### config.mk
export PLATFORM = sky130hd
export DESIGN_NAME = xd_extremes
export DESIGN_NICKNAME = d
export VERILOG_FILES = /design/src/rtl/xd_pkg.sv /design/src/rtl/xd_cmp.sv /design/src/rtl/xd_tracker.sv /design/src/rtl/xd_word_pack.sv /design/src/rtl/xd_extremes.sv
export SDC_FILE = /design/constraint.sdc
export NUM_CORES = 1
export LEC_CHECK = 0
export BUFFER_PORTS_ARGS = -buffer_cell sky130_fd_sc_hd__buf_2
export CAP_MARGIN = 30
export CORE_AREA = 2 2 99 101
export DETAILED_ROUTE_END_ITERATION = 8
export DIE_AREA = 0 0 101 103
export PLACE_DENSITY = 0.75
export SYNTH_ARGS = -nofsm -noshare
export SYNTH_HDL_FRONTEND = slang
export SYNTH_SLANG_ARGS = --single-unit
### constraint.sdc
create_clock -name clk -period 9.6 [get_ports clk]
set_clock_uncertainty 0.15 [all_clocks]
set_input_delay 1.92 -clock clk [delete_from_list [all_inputs] [get_ports clk]]
set_output_delay 1.92 -clock clk [all_outputs]
set_load 0.05 [all_outputs]
### src/rtl/xd_pkg.sv
`timescale 1ns/1ps
package xd_pkg;

    // Which end of the range a tracker follows.
    typedef enum logic {
        TRK_MAX = 1'b0,
        TRK_MIN = 1'b1
    } trk_kind_e;

    // Default geometry of the status words.
    localparam int XD_DATA_W = 24;
    localparam int XD_CH_W   = 3;
    localparam int XD_WORD_W = 32;

    // Most negative and most positive values of a signed field, at the default width.
    function automatic logic [XD_DATA_W-1:0] most_neg();
        return {1'b1, {(XD_DATA_W-1){1'b0}}};
    endfunction

    function automatic logic [XD_DATA_W-1:0] most_pos();
        return {1'b0, {(XD_DATA_W-1){1'b1}}};
    endfunction

endpackage

### src/rtl/xd_cmp.sv
`timescale 1ns/1ps
// Strict signed comparator; the direction is chosen by KIND.
module xd_cmp
    import xd_pkg::*;
#(
    parameter int        DATA_W = XD_DATA_W,
    parameter trk_kind_e KIND   = TRK_MAX
) (
    input  logic [DATA_W-1:0] cand,
    input  logic [DATA_W-1:0] base,
    output logic              beats
);

    logic signed [DATA_W-1:0] cand_s;
    logic signed [DATA_W-1:0] base_s;

    assign cand_s = cand;
    assign base_s = base;

    generate
        if (KIND == TRK_MAX) begin : g_gt
            assign beats = (cand_s > base_s);
        end else begin : g_lt
            assign beats = (cand_s < base_s);
        end
    endgenerate

endmodule

### src/rtl/xd_tracker.sv
`timescale 1ns/1ps
// One extreme tracker: a value register, a tag register and re-arm on read.
module xd_tracker
    import xd_pkg::*;
#(
    parameter int        DATA_W = XD_DATA_W,
    parameter int        CH_W   = XD_CH_W,
    parameter trk_kind_e KIND   = TRK_MAX
) (
    input  logic              clk,
    input  logic              rst,
    input  logic              smp_valid,
    input  logic [DATA_W-1:0] smp_data,
    input  logic [CH_W-1:0]   smp_chan,
    input  logic              rd,
    output logic [DATA_W-1:0] val_o,
    output logic [CH_W-1:0]   tag_o
);

    typedef struct packed {
        logic [DATA_W-1:0] val;
        logic [CH_W-1:0]   tag;
    } entry_t;

    localparam logic [DATA_W-1:0] START_VAL = (KIND == TRK_MAX)
        ? {1'b1, {(DATA_W-1){1'b0}}}
        : {1'b0, {(DATA_W-1){1'b1}}};

    localparam entry_t START_ENTRY = '{val: START_VAL, tag: '0};

    entry_t cur_q;
    entry_t base;
    entry_t nxt;
    logic   wins;

    // A read re-arms the tracker, so a sample that arrives with it
    // competes against the start value instead of the stored value.
    assign base = rd ? START_ENTRY : cur_q;

    xd_cmp #(
        .DATA_W (DATA_W),
        .KIND   (KIND)
    ) u_cmp (
        .cand  (smp_data),
        .base  (base.val),
        .beats (wins)
    );

    always_comb begin
        nxt = base;
        if (smp_valid && wins) begin
            nxt.val = smp_data;
            nxt.tag = smp_chan;
        end
    end

    always_ff @(posedge clk) begin
        if (rst) begin
            cur_q <= START_ENTRY;
        end else begin
            cur_q <= nxt;
        end
    end

    assign val_o = cur_q.val;
    assign tag_o = cur_q.tag;

endmodule

### src/rtl/xd_word_pack.sv
`timescale 1ns/1ps
// Packs a value and a tag into one status word; the bits between them are zero.
module xd_word_pack
    import xd_pkg::*;
#(
    parameter int DATA_W = XD_DATA_W,
    parameter int CH_W   = XD_CH_W,
    parameter int WORD_W = XD_WORD_W
) (
    input  logic [DATA_W-1:0] val,
    input  logic [CH_W-1:0]   tag,
    output logic [WORD_W-1:0] word
);

    localparam int PAD_W = WORD_W - DATA_W - CH_W;

    generate
        if (PAD_W > 0) begin : g_pad
            assign word = {val, {PAD_W{1'b0}}, tag};
        end else begin : g_tight
            assign word = {val, tag};
        end
    endgenerate

endmodule

### src/rtl/xd_extremes.sv
`timescale 1ns/1ps
// Signed running maximum/minimum tracker with channel tags and clear-on-read.
module xd_extremes
    import xd_pkg::*;
#(
    parameter int DATA_W = XD_DATA_W,
    parameter int CH_W   = XD_CH_W,
    parameter int WORD_W = XD_WORD_W
) (
    input  logic              clk,
    input  logic              rst,
    input  logic              smp_valid,
    input  logic [DATA_W-1:0] smp_data,
    input  logic [CH_W-1:0]   smp_chan,
    input  logic              rd_max,
    input  logic              rd_min,
    output logic [WORD_W-1:0] max_word,
    output logic [WORD_W-1:0] min_word
);

    localparam int NUM_TRK = 2;

    logic [DATA_W-1:0] trk_val [NUM_TRK];
    logic [CH_W-1:0]   trk_tag [NUM_TRK];
    logic [WORD_W-1:0] trk_word[NUM_TRK];
    logic              trk_rd  [NUM_TRK];

    assign trk_rd[0] = rd_max;
    assign trk_rd[1] = rd_min;

    generate
        for (genvar i = 0; i < NUM_TRK; i++) begin : g_trk
            xd_tracker #(
                .DATA_W (DATA_W),
                .CH_W   (CH_W),
                .KIND   ((i == 0) ? TRK_MAX : TRK_MIN)
            ) u_trk (
                .clk       (clk),
                .rst       (rst),
                .smp_valid (smp_valid),
                .smp_data  (smp_data),
                .smp_chan  (smp_chan),
                .rd        (trk_rd[i]),
                .val_o     (trk_val[i]),
                .tag_o     (trk_tag[i])
            );

            xd_word_pack #(
                .DATA_W (DATA_W),
                .CH_W   (CH_W),
                .WORD_W (WORD_W)
            ) u_pack (
                .val  (trk_val[i]),
                .tag  (trk_tag[i]),
                .word (trk_word[i])
            );
        end
    endgenerate

    assign max_word = trk_word[0];
    assign min_word = trk_word[1];

endmodule

==> metrics <==
run status finished, final reports clean; PortBufs 85; Post-Synthesis Cells 506; drt pass-1 iters 5; Post-Synth Simple-Gate Area 40.20%; Clock Sinks 54; Routability Congestion 0.8875; Slowest-stage cell, CP a31oi_4; fill count 938; Worst Reg-to-Reg Cells 10; Post-DP HPWL 7714 µm; die area 10400 µm²; vias in the first global route 3645; DP Area 4434 µm²; cell family with most CP delay compound AO/OA/AOI/OAI gates; worst reg-to-reg setup slack 6.37 ns; layout cell share with drive strength beyond 1 19.17%; n_diodes 0; crit path max fanout 26; Vert. Die Dim 103 µm; largest family of logic cells by synthesized area simple AND/OR/NAND/NOR gates; reg2reg start g_trk[0].u_trk.val_o[13]$_SDFF_PP0_; Tmin final 4.880 ns; Req. time, crit path 9.66 ns; drt wl/cell 16.58 µm; Hold Path Class reg -> reg; Top FF cell, synth dfxtp_1; DRC Markers 0; total global-route track usage 21.31%; Least-Margin Pin Slew 1.023 ns; CTS H-tree lvls 2; FF+latch count, synth 54; metal3 WL 816 µm; Initial Utilization 43.07%; Leak 0.001853 µW; Area Overhead vs Synth 11.09%; final instance area 4526 µm²; largest net degree at the start of global routing 95; DR iter-0 viols 294; max layer used met4; total negative slack 0 ns; final WL 11060 µm; Core Region 9459 µm²; f_max 0.2049 GHz; max cap viols 0; hold path cells 2; first-pass GRT wire length 17950 µm; Syn Area/Cell 8.051 µm²; synth unique cells 42; register area share after synthesis 26.54%; Worst setup endpoint g_trk[0].u_trk.val_o[13]$_SDFF_PP0_; Crit Reg-Reg Endpoint g_trk[0].u_trk.val_o[13]$_SDFF_PP0_; vias per cell 6.157; fraction of the mapped netlist area in compound gates 10.17%; Worst setup SP type input port; via count 4107; CP Depth 11; CP peak stage delay 0.62 ns; most numerous cell in the Yosys netlist nor4_1; maximum clock path buffer count 2; Met2 Wirelength 5217 µm; worst min-delay path startpoint g_trk[0].u_trk.tag_o[0]$_SDFFE_PP0P_; worst path cell trace buf_2 > nand2b_1 > ha_1 > a21oi_1 > o21ai_0 > a221oi_2 > o21ai_2 > a31oi_4 > buf_16 > nor4_1 > or4_1; Synth Cell Area 4074 µm²; Power Density 124.4 nW/µm²; Setup Fix Bufs, Post-CTS 0; unrepaired setup endpoints after global routing false; initial antenna violation count 0; ANT nets after route 0; max-slew violation count 0; number of hold buffers added after cts 0; Max-slew headroom 31.83%; crit path from rd_max; Clk Latency, worst-skew pair 0.32 ns; Inserted Clock Buffers 5; row count 36; post-synth top area cell dfxtp_1; Post-Synth XOR/XNOR Area 0%; CTS resizes 0; Hold Violations, Final 0; CTS tree built; Crit path buffers/inverters 2; critical path type in -> reg; register clock-pin slew on the reported worst setup and hold paths 0.11 ns; Metal-1 WL 4915 µm; Post-synth EDFFs 0; synth cell count leaders 67 x nor4_1, 56 x nor2_1, 54 x dfxtp_1; top post-synthesis cells by area dfxtp_1 27%, ha_1 14%, nor4_1 10%, nor4b_1 9.5%, a21oi_1 5.4%; worst vdd ir 0.05984 mV; Final setup viols 0; proportion of synthesized area in mux cells 0.9828%; Final #Nets 631; yosys warns 0; Top Ports 96; Post-Synth Adder-Cell Area 14.43%; Fin Hold WS 0.3104 ns; asr flop ratio synth 0%; width of the die 101 µm; grt total ovfl 0; post-synth top area share 26.54%; Setup crit end kind flop; period utilization 50.83%; Arr. time, crit path 4.94 ns; Root Driver clkbuf_8
## state kept, by name (all words and copies together), names as in the netlist
| name | count |
|---|---|
| g_trk.u_trk.tag_o | 6 |
| g_trk.u_trk.val_o | 48 |
## final cells by class
cell class	count	area, µm²	area share [%]
multi-input cells	400	2729	60.30
flip-flops and latches	54	1081	23.89
repair buffers	88	470.5	10.40
well taps	114	142.6	3.152
clock buffers	7	86.33	1.908
inverters	3	11.26	0.2488
clock inverters	1	5.005	0.1106
## stage by stage
stage | instances | util, % | power, µW | worst slack [ns]
2_1_floorplan | 515 | - | 387.3 | 4.808
3_3_place_gp | 658 | 46.59 | 422.4 | 4.330
3_5_place_dp | 659 | 46.88 | 427.9 | 4.391
4_1_cts | 667 | 47.84 | 562.6 | 4.748
5_1_grt | 667 | 47.84 | 589.8 | 4.468
6_report | 667 | 47.84 | 563.2 | 4.720
## layer usage
layer	global-route usage, %	vias up
li1	-	1998
met1	29.08	1932
met2	35.69	164
met3	3.254	13
met4	4.886	0
met5	0	-
## worst min-delay path by stage
stage	end
6_report	g_trk[0].u_trk.tag_o[0]$_SDFFE_PP0P_
5_1_grt	g_trk[0].u_trk.tag_o[0]$_SDFFE_PP0P_
4_1_cts	g_trk[0].u_trk.tag_o[0]$_SDFFE_PP0P_
3_5_place_dp	g_trk[0].u_trk.tag_o[0]$_SDFFE_PP0P_
3_3_place_gp	g_trk[0].u_trk.tag_o[2]$_SDFFE_PP0P_
2_1_floorplan	g_trk[0].u_trk.tag_o[0]$_SDFFE_PP0P_
## placed cells by master (no fill, tap or decap), types with 2 or more instances in the layout
master / count
a211o_1: 2
conb_1: 10
nor3_1: 8
nor2b_1: 2
o21ai_0: 8
or4_1: 22
mux2i_1: 4
nand4_1: 8
clkbuf_8: 6
a21o_1: 3
or3b_2: 3
nand3_1: 3
a21oi_1: 43
nor4_1: 67
nor2_1: 56
buf_2: 84
nand2_1: 23
and2_1: 2
dfxtp_1: 54
ha_1: 47
nor4b_1: 44
nand3b_1: 2
inv_1: 3
buf_4: 3
nand2b_1: 27
## where the power goes
part           leakage [µW]  switching (µW)  internal [µW]
Combinational       0.00136             132           47.2
Clock             0.0000482            80.7           58.6
Sequential         0.000442            8.14            237
## tightest hold or removal path: stages (launching register included)
cell and delay, ns:
dfxtp_1 0.32, nand2_1 0.05, mux2i_1 0.05
## logic make-up (layout without fill, tap and decap cells)
logic type                 count (synthesis)  in the layout
AOI/OAI and AO/OA                         68             68
adders and majority gates                 47             47
buffers and inverters                     61             99
DFF                                       54             54
muxes                                      4              4
other                                      1             10
and+or+nand+nor                          271            271
Note: power is estimated with default switching activity, not from simulation.
